--- src/rtl/vic_pkg.sv ---
// Package: shared constants for the vectored interrupt controller.
// Assumes three sound channels plus one raster source; the raster source
// takes the highest index so that "highest index wins" equals priority.
package vic_pkg;
    localparam int NUM_CH     = 3;
    localparam int NUM_SRC    = NUM_CH + 1;
    localparam int SRC_RASTER = NUM_CH;
    localparam int DATA_W     = 8;
    localparam int CODE_W     = 2;

    // Status byte layout
    localparam int STAT_LAST_RASTER = 7;
    localparam int STAT_CH0         = 6;   // channel i sits at STAT_CH0 - i
    // Mode register bit that drops the raster flag
    localparam int MODE_RCLR        = 4;
    // Vector register bit: 0 = channel flags clear on acknowledge
    localparam int VEC_NOAUTO       = 0;

    typedef enum logic [1:0] {
        SEL_LINE = 2'd0,
        SEL_VEC  = 2'd1,
        SEL_STAT = 2'd2,
        SEL_MODE = 2'd3
    } wr_sel_e;

    // Source code placed in vector bits 2:1
    function automatic logic [CODE_W-1:0] src_code(input int idx);
        if (idx == SRC_RASTER) return {CODE_W{1'b1}};
        return CODE_W'(NUM_CH - 1 - idx);
    endfunction
endpackage

--- src/rtl/vic_raster_trig.sv ---
// Raster trigger: turns the scan-line counter into single-cycle raster
// requests. A line ends when the counter value changes. With a zero line
// register a free count of PERIOD line advances (restarted by frame start)
// raises the request; otherwise the end of the programmed line does.
// Assumes line_num changes by at most one step per clock.
module vic_raster_trig #(
    parameter int LINE_W = 9,
    parameter int RL_W   = 8,
    parameter int PERIOD = 52
) (
    input  logic              clk,
    input  logic              rst_n,
    input  logic [LINE_W-1:0] line_num,
    input  logic              frame_start,
    input  logic [RL_W-1:0]   rl_val,
    output logic              fire_o
);
    localparam int CNT_W = (PERIOD > 1) ? $clog2(PERIOD) : 1;
    localparam logic [CNT_W-1:0] CNT_LAST = CNT_W'(PERIOD - 1);

    logic [LINE_W-1:0] line_q;
    logic [CNT_W-1:0]  cnt_q;
    logic              line_adv;
    logic              legacy_hit;
    logic              prog_hit;
    logic              prog_mode;

    // Detect end of a line and the two trigger conditions
    always_comb begin
        line_adv   = (line_num != line_q);
        prog_mode  = (rl_val != '0);
        legacy_hit = line_adv && !frame_start && (cnt_q == CNT_LAST);
        prog_hit   = line_adv && (line_q == LINE_W'(rl_val));
        fire_o     = prog_mode ? prog_hit : legacy_hit;
    end

    // Track previous line and the legacy line count
    always_ff @(posedge clk) begin
        if (!rst_n) begin
            line_q <= '0;
            cnt_q  <= '0;
        end else begin
            line_q <= line_num;
            if (frame_start)
                cnt_q <= '0;
            else if (line_adv)
                cnt_q <= (cnt_q == CNT_LAST) ? '0 : cnt_q + 1'b1;
        end
    end

    AST_LEGACY_CNT_RANGE: assert property (@(posedge clk) disable iff (!rst_n)
        cnt_q <= CNT_LAST);

    AST_LEGACY_RESTART: assert property (@(posedge clk) disable iff (!rst_n)
        frame_start |=> (cnt_q == '0));
endmodule

--- src/rtl/vic_flag_bank.sv ---
// Flag bank: one pending flag per source plus the "last acknowledge was
// raster" bit. Set pulses win over clears in the same cycle. Channel flags
// clear on acknowledge only when auto_ch_i is high; the raster flag always
// does. Assumes ack_sel_i is one-hot or zero and names a pending source.
module vic_flag_bank #(
    parameter int NSRC = vic_pkg::NUM_SRC
) (
    input  logic            clk,
    input  logic            rst_n,
    input  logic [NSRC-1:0] set_i,
    input  logic [NSRC-1:0] wr_clr_i,
    input  logic            ack_i,
    input  logic [NSRC-1:0] ack_sel_i,
    input  logic            auto_ch_i,
    output logic [NSRC-1:0] pend_o,
    output logic            last_raster_o
);
    localparam int RIDX = NSRC - 1;

    logic [NSRC-1:0] clr;

    for (genvar i = 0; i < NSRC; i++) begin : g_src
        logic ack_may_clr;
        // Raster always drops on its acknowledge; channels only in auto mode
        assign ack_may_clr = (i == RIDX) ? 1'b1 : auto_ch_i;
        assign clr[i] = wr_clr_i[i] | (ack_i & ack_sel_i[i] & ack_may_clr);

        // Hold, set or clear this source's pending flag
        always_ff @(posedge clk) begin
            if (!rst_n)
                pend_o[i] <= 1'b0;
            else
                pend_o[i] <= set_i[i] | (pend_o[i] & ~clr[i]);
        end

        AST_SET_WINS: assert property (@(posedge clk) disable iff (!rst_n)
            set_i[i] |=> pend_o[i]);

        if (i < RIDX) begin : g_ch
            AST_NOAUTO_KEEPS: assert property (@(posedge clk) disable iff (!rst_n)
                (ack_i && ack_sel_i[i] && !auto_ch_i && !wr_clr_i[i]) |=> pend_o[i]);
        end
    end

    // Record which kind of source the latest real acknowledge served
    always_ff @(posedge clk) begin
        if (!rst_n)
            last_raster_o <= 1'b0;
        else if (ack_i && (ack_sel_i != '0))
            last_raster_o <= ack_sel_i[RIDX];
    end

    AST_ACK_DROPS_RASTER: assert property (@(posedge clk) disable iff (!rst_n)
        (ack_i && ack_sel_i[RIDX] && !set_i[RIDX]) |=> !pend_o[RIDX]);
endmodule

--- src/rtl/vic_prio_enc.sv ---
// Priority encoder: picks the pending source with the highest index (raster
// first, then channel 2, 1, 0) and gives its one-hot select and vector code.
// Purely combinational; code is zero when nothing is pending.
module vic_prio_enc #(
    parameter int NSRC = vic_pkg::NUM_SRC
) (
    input  logic [NSRC-1:0]             pend_i,
    output logic [NSRC-1:0]             sel_o,
    output logic [vic_pkg::CODE_W-1:0]  code_o,
    output logic                        any_o
);
    for (genvar i = 0; i < NSRC; i++) begin : g_sel
        if (i == NSRC - 1) begin : g_top
            assign sel_o[i] = pend_i[i];
        end else begin : g_low
            assign sel_o[i] = pend_i[i] & ~(|pend_i[NSRC-1:i+1]);
        end
    end

    // Translate the one-hot select to the vector's source code
    always_comb begin
        code_o = '0;
        for (int i = 0; i < NSRC; i++)
            if (sel_o[i]) code_o = vic_pkg::src_code(i);
        any_o = |pend_i;
    end
endmodule

--- src/rtl/vec_irq_ctrl.sv ---
// Top: vectored interrupt controller. Holds the raster line and vector
// registers, decodes CPU writes into clears, and joins the raster trigger,
// flag bank and priority encoder. The vector is combinational from the
// current flags; the CPU samples it during its acknowledge strobe.
module vec_irq_ctrl #(
    parameter int LINE_W = 9,
    parameter int PERIOD = 52
) (
    input  logic                        clk,
    input  logic                        rst_n,
    input  logic [LINE_W-1:0]           line_num,
    input  logic                        frame_start,
    input  logic [vic_pkg::NUM_CH-1:0]  ch_set,
    input  logic                        wr_en,
    input  logic [1:0]                  wr_addr,
    input  logic [vic_pkg::DATA_W-1:0]  wr_data,
    input  logic                        inta,
    output logic                        irq_o,
    output logic [vic_pkg::DATA_W-1:0]  vec_o,
    output logic [vic_pkg::DATA_W-1:0]  stat_o
);
    import vic_pkg::*;

    localparam int VEC_HI_W = DATA_W - CODE_W - 1;

    logic [DATA_W-1:0]  rl_q;
    logic [DATA_W-1:0]  vec_q;
    logic [NUM_SRC-1:0] wr_clr;
    logic [NUM_SRC-1:0] set_all;
    logic [NUM_SRC-1:0] pend;
    logic [NUM_SRC-1:0] sel;
    logic [CODE_W-1:0]  code;
    logic               any_pend;
    logic               last_raster;
    logic               raster_fire;
    wr_sel_e            wsel;

    assign wsel = wr_sel_e'(wr_addr);

    // CPU-writable line and vector registers
    always_ff @(posedge clk) begin
        if (!rst_n) begin
            rl_q  <= '0;
            vec_q <= DATA_W'(1);
        end else if (wr_en) begin
            if (wsel == SEL_LINE) rl_q  <= wr_data;
            if (wsel == SEL_VEC)  vec_q <= wr_data;
        end
    end

    // Decode write-one-to-clear bits for every source
    always_comb begin
        wr_clr = '0;
        for (int i = 0; i < NUM_CH; i++)
            wr_clr[i] = wr_en && (wsel == SEL_STAT) && wr_data[STAT_CH0 - i];
        wr_clr[SRC_RASTER] = wr_en && (wsel == SEL_MODE) && wr_data[MODE_RCLR];
    end

    assign set_all = {raster_fire, ch_set};

    vic_raster_trig #(
        .LINE_W (LINE_W),
        .RL_W   (DATA_W),
        .PERIOD (PERIOD)
    ) u_trig (
        .clk         (clk),
        .rst_n       (rst_n),
        .line_num    (line_num),
        .frame_start (frame_start),
        .rl_val      (rl_q),
        .fire_o      (raster_fire)
    );

    vic_flag_bank #(.NSRC(NUM_SRC)) u_flags (
        .clk           (clk),
        .rst_n         (rst_n),
        .set_i         (set_all),
        .wr_clr_i      (wr_clr),
        .ack_i         (inta),
        .ack_sel_i     (sel),
        .auto_ch_i     (~vec_q[VEC_NOAUTO]),
        .pend_o        (pend),
        .last_raster_o (last_raster)
    );

    vic_prio_enc #(.NSRC(NUM_SRC)) u_prio (
        .pend_i (pend),
        .sel_o  (sel),
        .code_o (code),
        .any_o  (any_pend)
    );

    // Assemble request, vector and status outputs
    always_comb begin
        irq_o = any_pend;
        vec_o = {vec_q[DATA_W-1 -: VEC_HI_W], code, 1'b0};
        stat_o = '0;
        stat_o[STAT_LAST_RASTER] = last_raster;
        for (int i = 0; i < NUM_CH; i++)
            stat_o[STAT_CH0 - i] = pend[i];
    end

    AST_RASTER_FIRST: assert property (@(posedge clk) disable iff (!rst_n)
        pend[SRC_RASTER] |-> (vec_o[2:1] == 2'b11));

    AST_WRCLR_CH0: assert property (@(posedge clk) disable iff (!rst_n)
        (wr_en && wsel == SEL_STAT && wr_data[STAT_CH0] && !ch_set[0]) |=> !stat_o[STAT_CH0]);

    AST_IRQ_NEEDS_SET: assert property (@(posedge clk) disable iff (!rst_n)
        $rose(irq_o) |-> $past(set_all != '0));
endmodule

--- config.mk ---
export PLATFORM = sky130hd
export DESIGN_NAME = vec_irq_ctrl
export DESIGN_NICKNAME = d
export VERILOG_FILES = /design/src/rtl/vic_pkg.sv /design/src/rtl/vic_raster_trig.sv /design/src/rtl/vic_flag_bank.sv /design/src/rtl/vic_prio_enc.sv /design/src/rtl/vec_irq_ctrl.sv
export SDC_FILE = /design/constraint.sdc
export NUM_CORES = 1
export LEC_CHECK = 0
export BUFFER_PORTS_ARGS = -buffer_cell sky130_fd_sc_hd__buf_2
export CAP_MARGIN = 20
export CORE_MARGIN = 10
export CORE_UTILIZATION = 54
export DETAILED_ROUTE_END_ITERATION = 8
export PLACE_DENSITY = 0.8
export SLEW_MARGIN = 20
export SYNTH_ARGS = -nofsm -noshare
export SYNTH_HDL_FRONTEND = slang
export SYNTH_HIERARCHICAL = 1
export SYNTH_SLANG_ARGS = --single-unit
--- constraint.sdc ---
create_clock -name clk -period 3 [get_ports clk]
set_input_delay 0.3 -clock clk [delete_from_list [all_inputs] [get_ports clk]]
set_output_delay 0.3 -clock clk [all_outputs]
set_load 0.01 [all_outputs]
==> results.yml, run 1 <==
timing:
  setup_viol: 0
  tns_ns: 0
  grt_setup_unrepaired: "false"
  max_freq_mhz: 594
  clock_skew_ns: 0.00252
  slew_viol_final: 0
  fin_ws_ns: 1.32
  maxSlewHeadroom_pct: 47.5
  fin_crit_sh_pct: 56.1
  min_period_ns: 1.68
  worstMarginPinSlew_ns: 0.785
  hold_viol_final: 0
power:
  p_int_w: 0.000638
  ir_worst_vdd_v: 0.000299
  swShare_pct: 27.0
  power.share.combinational_pct: 13.5
  p_per_area_mw_per_mm2: 453
  power.share.clock_pct: 30.9
  pwr-share-seq_pct: 55.6
  p_switching_w: 0.000236
  p_leak_nw: 0.925
synthesis:
  yosys.area.top_type_share_pct: 39.7
  syn_inst: 188
  synth-edff-count: 0
  ys_dominant_reg_cell: "dfxtp_1"
  synthTopCellsByArea: "dfxtp_1, mux2i_1, xor2_1, nand2_1, buf_4"
  yosysTopAreaCell: "dfxtp_1"
  synth_common_cells: "dfxtp_1, nand2_1, xor2_1, mux2i_1"
  async_flop_share_pct: 0
  synth.most_common_cell: "dfxtp_1"
  synth_cell_types: 42
  synth_area_mm2: 0.00172
  synth-seq-cells: 34
  ys_warn_count: 6
  yosysSeqAreaShare_pct: 39.7
  syn_avg_cell_area_um2: 9.12
final_layout:
  diodes: 0
  fill_cells: 288
  fin_nets: 250
  final_cell_area_mm2: 0.00193
  multi_input_area_um2: 902
  drive_gt1_share_pct: 24.7
  areaGrowthSynthToFinish_pct: 12.5
  seq_area_um2: 681
clock_tree:
  root_buffer: "clkbuf_4"
  htreeDepth: 2
  cts_tree: "built"
  post-cts-setup-buffer-count: 0
  cts_hold_buf: 0
  post_cts_resized: 0
  clk_pin_slew_worst_paths_ns: 0.10
  clockBufferDepth: 2
  numCtsBuffers: 5
  worstSkewPairLatency_ns: 0.33
  clkSinkCount: 34
grt:
  grt_pass1_vias: 1392
  antenna_found_initial: 0
  grt_usage_pct: 12.1
  grt_pass1_wl_um: 6000
  grt_max_degree: 38
  grt_overflow: 0
setup_path:
  arrival_ns: 1.38
  worst-path-max-fanout: 8
  cp-end-kind: "output pin"
  critPathKind: "register to output pin"
  crit_required_ns: 2.70
  r2r_end: "u_trig/cnt_q[4]"
  r2r_slack_ns: 1.47
  r2r-start: "u_trig/line_q[3]"
  rr_worst_depth: 5
  cp-start-kind: "register"
routing:
  ant_nets: 0
  drt-initial-drc-count: 100
  routedWlPerCell_um: 12.7
  vias_per_cell: 5.00
  drt_wl_total_um: 3380
  vias: 1336
  drc: 0
  drtPass1Iterations: 4
die:
  design.die.area_mm2: 0.00583
  dieWidth_um: 76.4
  start_util_pct: 56.2
  num_rows: 20
  io_pins: 44
  core_area_mm2: 0.00305
  die_h_um: 76.4
place:
  hpwl_um: 2640
  place_ws_ns: 1.39
  postPlaceCellArea_mm2: 0.00187
  place_congestion: 0.772
  io_buffers: 38
min_path:
  min_from: "ch_set[0]"
  worst_hold_path.endpoint: "u_flags/pend_o[0]"
  hold_path_class: "input pin to register"
  hold_path_depth: 2
outcome:
  outcome: "finished clean"
run:
  drv_cap: 0
## power by group through the flow
stage / combinational [W] / clock [W] / sequential [W]
6_report: 0.000118 / 0.000270 / 0.000486
5_1_grt: 0.000133 / 0.000295 / 0.000489
4_1_cts: 0.000119 / 0.000276 / 0.000486
3_5_place_dp: 0.000118 / 0 / 0.000497
3_3_place_gp: 0.000117 / 0 / 0.000497
2_1_floorplan: 0.0000819 / 0 / 0.000495
## worst max-delay path: stages, from the launching register on
cell and delay (ns):
dfxtp_1 0.39, or4_1 0.51, buf_2 0.15
## final cells by class
cell class / count / share of cell area [%]
clock inverter: 2 / 0.649
tap: 44 / 2.85
clock buffer: 6 / 2.66
multi-input combinational: 133 / 46.8
timing repair buffer: 38 / 9.86
sequential: 34 / 35.3
inverter: 10 / 1.95
## worst max-delay path by stage
stage	start	to	slack, ns	cells past startpoint
after CTS	u_flags/pend_o[3]	irq_o	1.29	2
final	u_flags/pend_o[3]	irq_o	1.32	2
after global placement	line_num[7]	u_trig/cnt_q[5]	1.43	5
after global routing	u_flags/pend_o[3]	irq_o	1.25	2
after detailed placement	line_num[7]	u_trig/cnt_q[5]	1.39	5
after floorplan	u_trig/line_q[6]	u_trig/cnt_q[4]	1.59	5
## layer usage
| layer | vias to the layer above | GRT usage (%) | part of all wire (%) |
|---|---|---|---|
| li1 | 700 | - | - |
| met1 | 608 | 13.7 | 45 |
| met2 | 26 | 19.7 | 49 |
| met3 | 2 | 5.07 | 4.7 |
| met4 | 0 | 4.65 | 0.77 |
| met5 | - | 0 | 0 |
## logic make-up (layout without fill, tap and decap cells)
logic type / Yosys count / in the layout / share of synthesized area, %
flip-flops: 34 / 34 / 39.7
AND/OR/NAND/NOR: 73 / 73 / 24.2
buffers and inverters: 25 / 56 / 8.61
AO/OA/AOI/OAI: 21 / 21 / 8.61
other: 1 / 5 / 0.219
adder cells (fa/ha/maj): 1 / 1 / 0.729
multiplexers: 15 / 15 / 8.75
XOR/XNOR: 18 / 18 / 9.19
## sequential cells by signal (all words and copies together), names as in the netlist
name / flops
u_trig/line_q: 9
rl_q: 8
vec_q: 6
u_flags/last_raster_o: 1
u_flags/pend_o: 4
u_trig/cnt_q: 6
## per-stage QoR
stage / hold slack [ns] / utilization (%) / power [W] / std cells
finish: 0.168 / 63.2 / 0.000874 / 267
global route: 0.161 / 63.2 / 0.000918 / 267
CTS: 0.156 / 63.2 / 0.000881 / 267
detailed placement: 0.447 / 61.1 / 0.000615 / 259
global placement: 0.442 / 61.1 / 0.000613 / 259
floorplan: 0.418 / - / 0.000576 / 192
## cells in the final DEF, fill, tap and decap left out, drive strengths merged, types with 2 or more instances in the layout
| cell type | count |
|---|---|
| or4 | 3 |
| a31oi | 3 |
| clkbuf | 6 |
| a21oi | 4 |
| nand4 | 2 |
| nor3 | 3 |
| nand3 | 3 |
| inv | 10 |
| mux2i | 15 |
| buf | 38 |
| o21a | 3 |
| conb | 5 |
| and4 | 2 |
| nor2 | 8 |
| xor2 | 17 |
| dfxtp | 34 |
| and2 | 12 |
| a311oi | 4 |
| nand2 | 26 |
| nor4 | 4 |
| o21ai | 2 |
(Power assumes the default switching activity.)
==> inputs of run 2 (changes only) <==
Settings changed: CORE_UTILIZATION 54 to 47, PLACE_DENSITY 0.8 to 0.74.
Clock period 3 ns to 1.49 ns, I/O delays scaled along.
==> results.yml, run 2 (synthesized netlist as in run 1, its figures left out) <==
routing:
  ant_nets: 0
  vias: 1394
  vias_per_cell: 5.00
  drtPass1Iterations: 4
  drc: 0
  drt-initial-drc-count: 56
  drt_wl_total_um: 3830
  routedWlPerCell_um: 13.7
setup_path:
  critPathKind: "register to register"
  cp-end-kind: "register"
  rr_worst_depth: 6
  crit_required_ns: 1.72
  worst-path-max-fanout: 2
  arrival_ns: 1.77
  cp-start-kind: "register"
clock_tree:
  numCtsBuffers: 5
  root_buffer: "clkbuf_8"
  cts_tree: "built"
  worstSkewPairLatency_ns: 0.28
  clkSinkCount: 34
  clk_pin_slew_worst_paths_ns: 0.07
  cts_hold_buf: 0
  clockBufferDepth: 2
  htreeDepth: 2
min_path:
  hold_path_depth: 2
  hold_path_class: "input pin to register"
die:
  die_h_um: 80.4
  design.die.area_mm2: 0.00647
  core_area_mm2: 0.00344
  dieWidth_um: 80.4
  start_util_pct: 49.8
  num_rows: 21
  io_pins: 44
place:
  hpwl_um: 2880
  place_inst: 268
  place_congestion: 0.875
  io_buffers: 38
outcome:
  violations: "negative setup slack"
  outcome: "complete, but fails checks"
final_layout:
  areaGrowthSynthToFinish_pct: 27.9
  top_regs: "u_trig/line_q: 9 flops, rl_q: 8 flops"
  layout.cells.non_filler: 279
  largest_reg_flops: 9
  top_register: "u_trig/line_q"
  final_common_cell: "buf_2"
  final_cell_mix: "buf_2, nand2_1, dfxtp_1"
  drive_gt1_share_pct: 36.5
  diodes: 0
  fin_nets: 260
power:
  ir_worst_vdd_v: 0.000660
  power.share.combinational_pct: 12.4
  p_leak_nw: 1.03
  p_int_w: 0.00180
  pwr-share-seq_pct: 42.5
  p_per_area_mw_per_mm2: 1050
  power.share.clock_pct: 45.1
  p_switching_w: 0.000513
  swShare_pct: 22.2
timing:
  max_freq_mhz: 648
  clock_skew_ns: 0.00472
  setup_viol: 1
  hold_viol_final: 0
  min_period_ns: 1.54
  slew_viol_final: 0
  fin_ws_ns: -0.0527
  hold_ws_ns: 0.0711
  grt_setup_unrepaired: "true"
  fin_crit_sh_pct: 104
grt:
  grt_pass1_wl_um: 6080
  grt_pass1_vias: 1386
  antenna_found_initial: 0
  grt_overflow: 0
  grt_max_degree: 29
  grt_usage_pct: 11.8
run:
  drv_cap: 0
run 2: cell types whose count changed in the layout (fill, tap and decap cells not counted), moves of 2 or more:
cell       change
buf_4          +9
clkbuf_8       +5
dfxtp_1        -9
dfxtp_2        +8
xor2_1         -4
a21oi_2        +2
clkbuf_4       -5
xor2_2         +3
nor4_1         -2
bufinv_16      +2
a21oi_1        -2
run 2: power groups by stage:
stage | clock network (W) | logic, W | registers (W)
floorplan | 0 | 0.000165 | 0.000996
global placement | 0 | 0.000255 | 0.000996
detailed placement | 0 | 0.000259 | 0.000997
CTS | 0.00106 | 0.000267 | 0.000977
global route | 0.00109 | 0.000318 | 0.000986
finish | 0.00104 | 0.000287 | 0.000982
run 2: final timing paths:
kind | from | slack [ns] | endpoint
max | rl_q[0] | -0.05 | u_flags/pend_o[3]
min | ch_set[0] | 0.07 | u_flags/pend_o[0]
max reg2reg | rl_q[0] | -0.05 | u_flags/pend_o[3]
min reg2reg | vec_q[5] | 0.46 | vec_q[5]
run 2: timing repair:
action	CTS	global route
pin swaps	3	8
hold endpoints to repair	0	0
setup buffers	2	1
setup endpoints to repair	4	8
resized for setup	4	19
run 2: final cells by class:
cell class / count / area, um^2
tap: 46 / 57.6
clock inverter: 2 / 60.1
sequential: 34 / 694
clock buffer: 6 / 82.6
timing repair buffer: 48 / 278
inverter: 10 / 37.5
fill: 307 / 1250
multi-input combinational: 133 / 983
run 2: stage by stage:
step / area [um^2] / util (%) / total power [W] / setup WS, ns / setup TNS, ns
6_report: 2190 / 63.7 / 0.00231 / -0.0527 / -0.0527
5_1_grt: 2190 / 63.7 / 0.00240 / -0.153 / -0.230
4_1_cts: 2100 / 61.1 / 0.00231 / -0.00994 / -0.0105
3_5_place_dp: 1930 / 56.2 / 0.00126 / -0.0160 / -0.0160
3_3_place_gp: 1930 / 56.2 / 0.00125 / 0.0310 / 0
2_1_floorplan: 1730 / - / 0.00116 / 0.0752 / 0
run 2: critical path, stage by stage (launching register included):
cell	delay, ns
dfxtp_1	0.32
nor4_1	0.35
nand2_1	0.14
or3_1	0.38
a21oi_2	0.13
a31oi_1	0.06
nor2b_1	0.11
run 2: per-layer routing:
layer  routed length (um)  share of wire [%]  global-route usage (%)
met4                   61                1.6                    5.81
met2                 1940                 51                    20.1
met1                 1580                 41                    12.4
met3                  245                6.4                    4.45
met5                    0                  0                       0
